$ cat config.mk
export PLATFORM = sky130hd
export DESIGN_NAME = dfs_synth
export DESIGN_NICKNAME = d
export VERILOG_FILES = /design/src/rtl/dfs_pkg.sv /design/src/rtl/dfs_inc_lut.sv /design/src/rtl/dfs_accum.sv /design/src/rtl/dfs_synth.sv
export SDC_FILE = /design/constraint.sdc
export NUM_CORES = 1
export LEC_CHECK = 0
export BUFFER_PORTS_ARGS = -buffer_cell sky130_fd_sc_hd__buf_2
export CAP_MARGIN = 20
export CORE_MARGIN = 1
export CORE_UTILIZATION = 60
export CTS_BUF_LIST = sky130_fd_sc_hd__clkbuf_16
export CTS_CLUSTER_DIAMETER = 150
export DETAILED_ROUTE_END_ITERATION = 10
export PLACE_DENSITY = 0.78
export SLEW_MARGIN = 5
export SYNTH_ARGS = -nofsm -noshare
export SYNTH_HDL_FRONTEND = slang
export SYNTH_SLANG_ARGS = --single-unit
$ cat constraint.sdc
create_clock -name clk -period 5.5 [get_ports clk]
set_input_delay 1.1 -clock clk [delete_from_list [all_inputs] [get_ports clk]]
set_output_delay 1.1 -clock clk [all_outputs]
set_load 0.1 [all_outputs]
$ cat src/rtl/dfs_pkg.sv
// Shared encodings and constants for the accumulator frequency synthesizer.
// Assumes a fixed master clock; rates are expressed in kHz.
package dfs_pkg;
    localparam int MASTER_KHZ = 204800;
    localparam int ACC_W      = 32;
    localparam int PH_W       = 4;
    localparam int SEL_W      = 3;
    localparam int MUL_W      = 3;

    typedef enum logic [SEL_W-1:0] {
        RATE_LINE1544  = 3'd0,
        RATE_LINE2048  = 3'd1,
        RATE_FIX6312   = 3'd2,
        RATE_FIX10000  = 3'd3,
        RATE_OPT19440  = 3'd4
    } rate_e;

    localparam int KHZ_LINE1544 = 1544;
    localparam int KHZ_LINE2048 = 2048;
    localparam int KHZ_FIX6312  = 6312;
    localparam int KHZ_FIX10000 = 10000;
    localparam int KHZ_OPT19440 = 19440;
endpackage

$ cat src/rtl/dfs_inc_lut.sv
// Step lookup: maps a rate code and multiplier code to an accumulator step.
// Every table entry is a constant computed at elaboration. There is no
// runtime divider. Entries above half the master rate, and unused codes,
// come out with ok = 0.
module dfs_inc_lut
    import dfs_pkg::*;
#(
    parameter int ACC_W_P  = ACC_W,
    parameter int MASTER_P = MASTER_KHZ
) (
    input  logic [SEL_W-1:0]   rate_sel,
    input  logic [MUL_W-1:0]   mult_code,
    output logic [ACC_W_P-1:0] inc,
    output logic               ok
);
    localparam int SEL_N   = 1 << SEL_W;
    localparam int MUL_N   = 1 << MUL_W;
    localparam int ENTRIES = SEL_N * MUL_N;

    // Output frequency in kHz for one menu position, 0 when unused.
    function automatic longint unsigned rate_khz(int r, int m);
        case (r)
            int'(RATE_LINE1544): return longint'(KHZ_LINE1544) * longint'(m + 1);
            int'(RATE_LINE2048): return longint'(KHZ_LINE2048) * longint'(m + 1);
            int'(RATE_FIX6312):  return longint'(KHZ_FIX6312);
            int'(RATE_FIX10000): return longint'(KHZ_FIX10000);
            int'(RATE_OPT19440): return longint'(KHZ_OPT19440) * longint'(m + 1);
            default:             return 64'd0;
        endcase
    endfunction

    // Rounded step with a valid bit on top.
    function automatic logic [ACC_W_P:0] make_entry(int r, int m);
        longint unsigned k;
        longint unsigned num;
        logic [ACC_W_P-1:0] step;
        k = rate_khz(r, m);
        if (k == 0 || 2 * k > longint'(MASTER_P))
            return '0;
        num  = (k << ACC_W_P) + longint'(MASTER_P / 2);
        step = ACC_W_P'(num / longint'(MASTER_P));
        return {1'b1, step};
    endfunction

    logic [ACC_W_P:0] tab [ENTRIES];

    // One constant per menu position.
    for (genvar g = 0; g < ENTRIES; g++) begin : g_entry
        assign tab[g] = make_entry(g / MUL_N, g % MUL_N);
    end

    // Select the entry addressed by the configuration.
    assign {ok, inc} = tab[{rate_sel, mult_code}];
endmodule

$ cat src/rtl/dfs_accum.sv
// Phase accumulator with edge detection and sub-period phase code.
// Assumes step <= 2^(ACC_W-1), so the MSB cannot skip a crossing.
// The edge flag and phase code are registered together with the accumulator.
module dfs_accum #(
    parameter int ACC_W_P = 32,
    parameter int PH_W_P  = 4
) (
    input  logic               clk,
    input  logic               rst_n,
    input  logic               en,
    input  logic [ACC_W_P-1:0] step,
    output logic               clk_out,
    output logic               edge_stb,
    output logic [PH_W_P-1:0]  phase_code
);
    localparam int MSB = ACC_W_P - 1;

    logic [ACC_W_P-1:0] acc_q;
    logic [ACC_W_P-1:0] acc_nxt;
    logic               rise;
    logic               edge_q;
    logic [PH_W_P-1:0]  ph_q;

    // Next phase and MSB 0->1 detection.
    always_comb begin
        acc_nxt = acc_q + step;
        rise    = !acc_q[MSB] && acc_nxt[MSB];
    end

    // Advance the phase, or clear it on reset or disable.
    always_ff @(posedge clk) begin
        if (!rst_n || !en) begin
            acc_q  <= '0;
            edge_q <= 1'b0;
            ph_q   <= '0;
        end else begin
            acc_q  <= acc_nxt;
            edge_q <= rise;
            ph_q   <= rise ? acc_nxt[MSB-1 -: PH_W_P] : '0;
        end
    end

    assign clk_out    = acc_q[MSB];
    assign edge_stb   = edge_q;
    assign phase_code = ph_q;
endmodule

$ cat src/rtl/dfs_synth.sv
// Top of the synthesizer. Latches the looked-up step every cycle when it is
// valid, keeps the last accepted step and raises cfg_err otherwise.
// Assumes all inputs are synchronous to the master clock.
module dfs_synth
    import dfs_pkg::*;
(
    input  logic             clk,
    input  logic             rst_n,
    input  logic             en,
    input  logic [SEL_W-1:0] rate_sel,
    input  logic [MUL_W-1:0] mult_code,
    output logic             clk_out,
    output logic             edge_stb,
    output logic [PH_W-1:0]  phase_code,
    output logic             cfg_err
);
    logic [ACC_W-1:0] lut_inc;
    logic             lut_ok;
    logic [ACC_W-1:0] inc_q;
    logic             err_q;

    dfs_inc_lut #(.ACC_W_P(ACC_W), .MASTER_P(MASTER_KHZ)) u_lut (
        .rate_sel  (rate_sel),
        .mult_code (mult_code),
        .inc       (lut_inc),
        .ok        (lut_ok)
    );

    // Step register: accept valid selections, hold on refusal.
    always_ff @(posedge clk) begin
        if (!rst_n) begin
            inc_q <= '0;
            err_q <= 1'b0;
        end else begin
            err_q <= !lut_ok;
            if (lut_ok)
                inc_q <= lut_inc;
        end
    end

    dfs_accum #(.ACC_W_P(ACC_W), .PH_W_P(PH_W)) u_acc (
        .clk        (clk),
        .rst_n      (rst_n),
        .en         (en),
        .step       (inc_q),
        .clk_out    (clk_out),
        .edge_stb   (edge_stb),
        .phase_code (phase_code)
    );

    assign cfg_err = err_q;
endmodule

# Word-level counts from Yosys, hierarchy flattened
# Memories as Yosys holds them, arrays and structs flattened.
# Index checks and enable logic that the tools add are counted.
# word_totals
register_bits	70
rom_bits	2112
input_bits	9
mem_count	1
# mem_list
name	depth	word_bits	read_ports	rd_ports_with_merged_regs	write_ports	line_no	rtl
(name not given)	64	33	1	0	0	dfs_inc_lut.sv:53	assign {ok, inc} = tab[{rate_sel, mult_code}];
# classes
order_cmp	1
n_reduce_logical	7
bitwise_logic	2
add_sub_neg	1
muxes	2
# op_table
operator	count
$mux 33	2
$add 32x32->32	1
$ge 7x7->1 const B	1
$not 6->7	1
$logic_not 1->1	4
$reduce_or 2->1	1
$logic_and 1x1->1	1
$logic_or 1x1->1	1
$not 1->1	1

# Longest topological paths before layout
# logic_depth
ltp_word	5
ltp_mapped	12
ltp_nobuf	11

# By module
# From an unflattened synthesis, not the netlist that was laid out.
# hier_totals
cells_unflattened	600
hier_area_um2	4982.3
# modules_own_cells
mod	seq_area_each_um2	cells_per_inst	n_inst	area_per_inst_um2
dfs_accum	740.7	335	1	2698.8
dfs_synth	660.6	105	1	1270.0
dfs_inc_lut	0.0	160	1	1013.5

# Least setup slack after synthesis
# Ideal clock, no wire load.
# synth_timing
path_kind	input-to-reg
startpoint	input mult_code[1]
endpoint	register inc_q[17]
setup_time_ns	0.115
slack_ns	2.686
n_path_buf	2
arrival_time_ns	2.699
path_stages	10
required_ns	5.385
cell_sequence	clkbuf_1 > inv_1 > ha_1 > inv_1 > a21oi_1 > nor2_1 > buf_2 > a21oi_1 > o21ai_0 > and2_1
# synth_via
elab_chain_cells	4
# synth_lines
item	line_no	rtl
start, declared	dfs_synth.sv:11	input logic [MUL_W-1:0] mult_code,
$not 6->7 (not written as such)	dfs_inc_lut.sv:53	
$mem_v2 64x33	--	
$mux 33 (not written as such) (2 in series)	dfs_inc_lut.sv:53	
end signal, assigned	dfs_synth.sv:37	inc_q <= lut_inc;
end, declared	dfs_synth.sv:19	logic [ACC_W-1:0] inc_q;
# Every way passes these cells. The select of a mux whose other input is x is not followed.
# A chain may end at the register's enable or synchronous reset.

# Worst setup path in the final report
# layout_timing
startpoint	register inc_q[14]
endpoint	register u_acc.ph_q[2] (netlist: u_acc.phase_code[2])
# layout_via
elab_chain_cells	4
# layout_lines
item	line_no	rtl
$add 32x32->32	dfs_accum.sv:26	acc_nxt = acc_q + step;
$logic_and 1x1->1	dfs_accum.sv:27	rise = !acc_q[MSB] && acc_nxt[MSB];
net u_acc.rise	dfs_accum.sv:20	logic rise;
$not 1->1 (no source line)	--	
$reduce_or 2->1 (no source line)	--	
end signal, assigned	dfs_accum.sv:39	ph_q <= rise ? acc_nxt[MSB-1 -: PH_W_P] : '0;
end, declared	dfs_accum.sv:22	logic [PH_W_P-1:0] ph_q;
# The timed path passes the listed nets, and every way through them passes these cells.

==> results by stage <==
Status:
- The flow ran to the end, and the final reports show no timing, DRC or antenna violations.

Final layout:
- The number of nets in the final layout is between 500 and 600.
- The area taken by multi-input logic gates is 2760 sq um.
- The end-of-flow core utilization is 0.689.
- 0 antenna diodes ended up in the layout.
- The synthesis-to-finish area growth is 9.35%.
- The filler cell count is 601.
- In the final layout, the share of cells above drive strength 1 is 0.0874.
- The combined flip-flop and latch cell area is 1380 sq um.

Pwr:
- Of the total power, registers draw 0.395.
- The power per cell area is between 200 and 300 nW/um^2.
- The net switching fraction of the power is 0.275.
- The part of the power in combinational logic is 0.150.
- The maximum ir drop on the vdd rail is 0.198 mV.
- Summed over all nets, the switching power comes to 376 uW.
- The internal portion of the total power is 994 uW.
- The share of total power dissipated in the clock network is 0.455.
- In this run the static leakage power is 0.00203 uW.
- Summing internal, switching and leakage power gives approximately 1400 uW.

Yosys:
- A synthesized cell averages ~8 sq um.
- The fraction of post-synthesis cell area in the top cell type by area is 0.318.
- The share of synthesized registers carrying an async set or reset is 0.
- The flip-flop and latch count after synthesis is 69.
- During synthesis, Yosys emitted a total of 0 warnings.
- The synthesized net count is 592.
- The combined area of all synthesized cells is about 4400 sq um.
- The number of different library cells used by synthesis comes to 65.
- Ranked by total cell area, the synthesized netlist is headed by dfxtp_1 (32%), ha_1 (11%), a21oi_1 (7.2%).
- The sequential-to-total area share from yosys stat is 0.318.
- In the synthesized netlist the dominant register cell turns out to be dfxtp_1.
- Counting flops with a built-in enable in the synthesized netlist gives 0.
- Of all cell types, the one taking the most synthesized area is dfxtp_1.
- Counting every instance in the synthesized netlist gives 544.

STA:
- The minimum clock period is 3.06 ns.
- The part of the cycle the worst path needs is 0.556.
- The achievable clock frequency is approximately 330 MHz.
- After layout, the worst setup slack is around 2.4 ns.
- The number of slew-limit violations in the final report is 0.
- The final count of hold timing violations is 0.
- At the pin with the least slew margin, the transition time is between 1 and 1.5 ns.
- Setup violations remaining at the end of the flow were counted as 0.
- Setup repair after global routing left no endpoint under its margin.
- The clock skew is ~0.0066 ns.
- The worst pin sits at a relative slew slack of 0.298.
- In the final timing run, aggregate negative setup slack is 0 ns.

Place:
- At the end of routability-driven placement, the weighted congestion stood at 0.950.
- During placement, the flow inserted port buffers numbering 15.
- Before CTS, the worst setup slack after placement is 2.24 ns.
- Once detailed placement completed, the half-perimeter wirelength came to between 8000 and 9000 um.

Route:
- The average wire length per cell after detail routing is 17.3 um.
- The detailed-routing iteration count for the pre-antenna-repair pass is 7.
- The DRC violation count after routing is 0.
- In this run the remaining antenna-violating nets after routing total 0.
- The routed design has around 11,000 um of wire.
- After the first detailed-routing iteration, the DRC count stood at 361.
- The count of vias placed by the detailed router is 3,979.
- After detailed routing, the number of vias per cell comes to 6.17.

Critical path:
- For flop-to-flop paths, the worst setup slack is 2.44 ns.
- The critical path in this run is classified as reg -> reg.
- The slowest cell on the critical path is or4_4.
- Of all nets on the critical path, the largest fanout is 7.
- The launching element type of the critical path is a register.
- The critical path required time is 5.75 ns.
- The number of buffers and inverters on the critical path is 0.
- The family of cells with the greatest summed delay on the critical path is simple AND/OR/NAND/NOR gates.
- Counting stages on the worst path, the most repeated cell is ha_1.
- The critical path arrival is roughly 3.3 ns.
- The largest single stage delay on the critical path is ~0.55 ns.
- The worst register-to-register path begins at inc_q[14]$_SDFFE_PN0N_.
- Walking the worst path, the cells encountered are ha_1 > o21a_2 > o221ai_2 > or4_4 > a21oi_4 > o22ai_2 > nor4_2 > o22a_1 > ha_1 > nand3_1 > nor3_1.
- Measured in cells, the most critical reg-to-reg path has a length of 11.
- The worst reg2reg path endpoint is u_acc.phase_code[2]$_SDFF_PP0_.
- STA classifies the critical path endpoint as a register.

Hold path:
- The class of the tightest hold or removal check is reg -> reg.
- In this run the most critical hold path is launched from inc_q[0]$_SDFFE_PN0N_.
- The worst hold path terminates at inc_q[0]$_SDFFE_PN0N_.
- The hold-critical path depth is 2.

CTS:
- In this run the post-CTS setup repair buffer count came out at 0.
- TritonCTS built the clock tree.
- The clock insertion delay at the later pin of the skew report is between 0.3 and 0.4 ns.
- The tree is rooted in a clkbuf_16.
- The number of hold buffers added after CTS was 0.
- The count of cells resized by post-cts repair is 0.
- The worst-case clock buffer depth is 2.
- The clock transition at the registers of the reported paths is around 0.060 ns.
- The number of buffers created by CTS is 9.
- The CTS sink count is 69.
- The CTS H-tree depth is 3.

Die:
- The floorplan has 30 rows.
- The full die area is 7600 sq um.
- The floorplan core area is just under 7000 sq um.
- The die span in x is between 80 and 90 um.
- In this run the count of I/O pins placed on the die edge is 16.
- The chip height is ~87 um.
- The initial core utilization is 0.630.

Global routing:
- The initial antenna violation count came to 0.
- The global-route total usage across every layer is 0.319.
- The total grt overflow is 0.
- The wire length of the first global-routing pass is roughly 19,000 um.
- The largest net degree at the start of global routing is 36.
- The number of global-route vias before repair is roughly 3,700.

Run:
- The number of max-cap violations is 0.
worst reg2reg max path, stage by stage (launching register included):
cell and delay, ns:
dfxtp_1 0.33, ha_1 0.44, o21a_2 0.20, o221ai_2 0.13, or4_4 0.55, a21oi_4 0.19, o22ai_2 0.12, nor4_2 0.27
o22a_1 0.18, ha_1 0.14, nand3_1 0.18, nor3_1 0.24
sequential cells by signal (all words and copies together), names as in the netlist:
| signal | count |
|---|---|
| cfg_err | 1 |
| u_acc.edge_stb | 1 |
| u_acc.acc_q | 32 |
| u_acc.phase_code | 4 |
| inc_q | 31 |
cells in the mapped netlist (7+ instances only):
cell and number:
a31oi_1 7, nor3_1 10, o211ai_1 8, xnor2_1 13, dfxtp_1 69, inv_1 19
nand2_1 51, xor2_1 12, nor2_1 57, a21oi_1 63, ha_1 38, nor2b_1 7
nand3_1 14, o21a_1 9, o21ai_0 47, clkbuf_1 19
worst max-delay path by stage:
stage                                 from                        endpoint  slack, ns  depth (start not counted)
floorplan                     mult_code[1]          inc_q[17]$_SDFFE_PN0N_       2.69                         10
global route                  mult_code[2]           inc_q[3]$_SDFFE_PN0N_       2.28                          7
finish              inc_q[14]$_SDFFE_PN0N_  u_acc.phase_code[2]$_SDFF_PP0_       2.44                         11
detailed placement            mult_code[0]           inc_q[6]$_SDFFE_PN0N_       2.24                          8
CTS                 inc_q[14]$_SDFFE_PN0N_  u_acc.phase_code[2]$_SDFF_PP0_       2.44                         11
global placement              mult_code[0]          inc_q[17]$_SDFFE_PN0N_       2.32                          9
metrics by stage:
step / instance area (sq um) / hold WS, ns / std cells
after floorplan: 4350 / 0.445 / 544
after global placement: 4410 / 0.464 / 628
after detailed placement: 4440 / 0.474 / 629
after CTS: 4760 / 0.481 / 645
after global routing: 4760 / 0.519 / 645
final: 4760 / 0.485 / 645
area by class of cell:
type | count | share of cell area
Clock buffer | 9 | 0.0473
Clock inverter | 7 | 0.0192
Inverter | 20 | 0.0158
Multi-Input combinational cell | 428 | 0.580
Sequential cell | 69 | 0.290
Tap cell | 96 | 0.0252
Timing Repair Buffer | 16 | 0.0216
power by group through the flow:
| stage | clock network, uW | logic [uW] | registers, uW |
|---|---|---|---|
| 3_3_place_gp | 0 | 194 | 552 |
| 5_1_grt | 648 | 229 | 543 |
| 3_5_place_dp | 0 | 200 | 552 |
| 4_1_cts | 623 | 203 | 542 |
| 2_1_floorplan | 0 | 160 | 547 |
| 6_report | 623 | 205 | 542 |
per-layer routing:
layer,wire length [um],share of wire,GRT usage,up-vias
met4,210,0.019,0.0999,0
met1,5110,0.46,0.428,1835
met5,0,0,0,-
met3,754,0.067,0.0664,17
met2,5100,0.46,0.516,159
li1,-,-,-,1968
cell usage in the layout (no fill, tap or decap), drive strengths merged, types with 9 or more instances in the layout:
master	n
o211ai	9
nor2	57
nand2	51
dfxtp	69
o21a	10
buf	16
clkbuf	9
nand3	14
inv	20
xor2	12
ha	38
a21oi	65
o21ai	48
nor3	10
xnor2	13
logic make-up after synthesis:
logic type	share of synthesized area
simple gates	0.181
compound gates	0.273
mux	0.0167
flops	0.318
buf+inv	0.0477
xor+xnor	0.0503
fa+ha+maj	0.114
No activity file was read; power rests on OpenSTA's default activity.
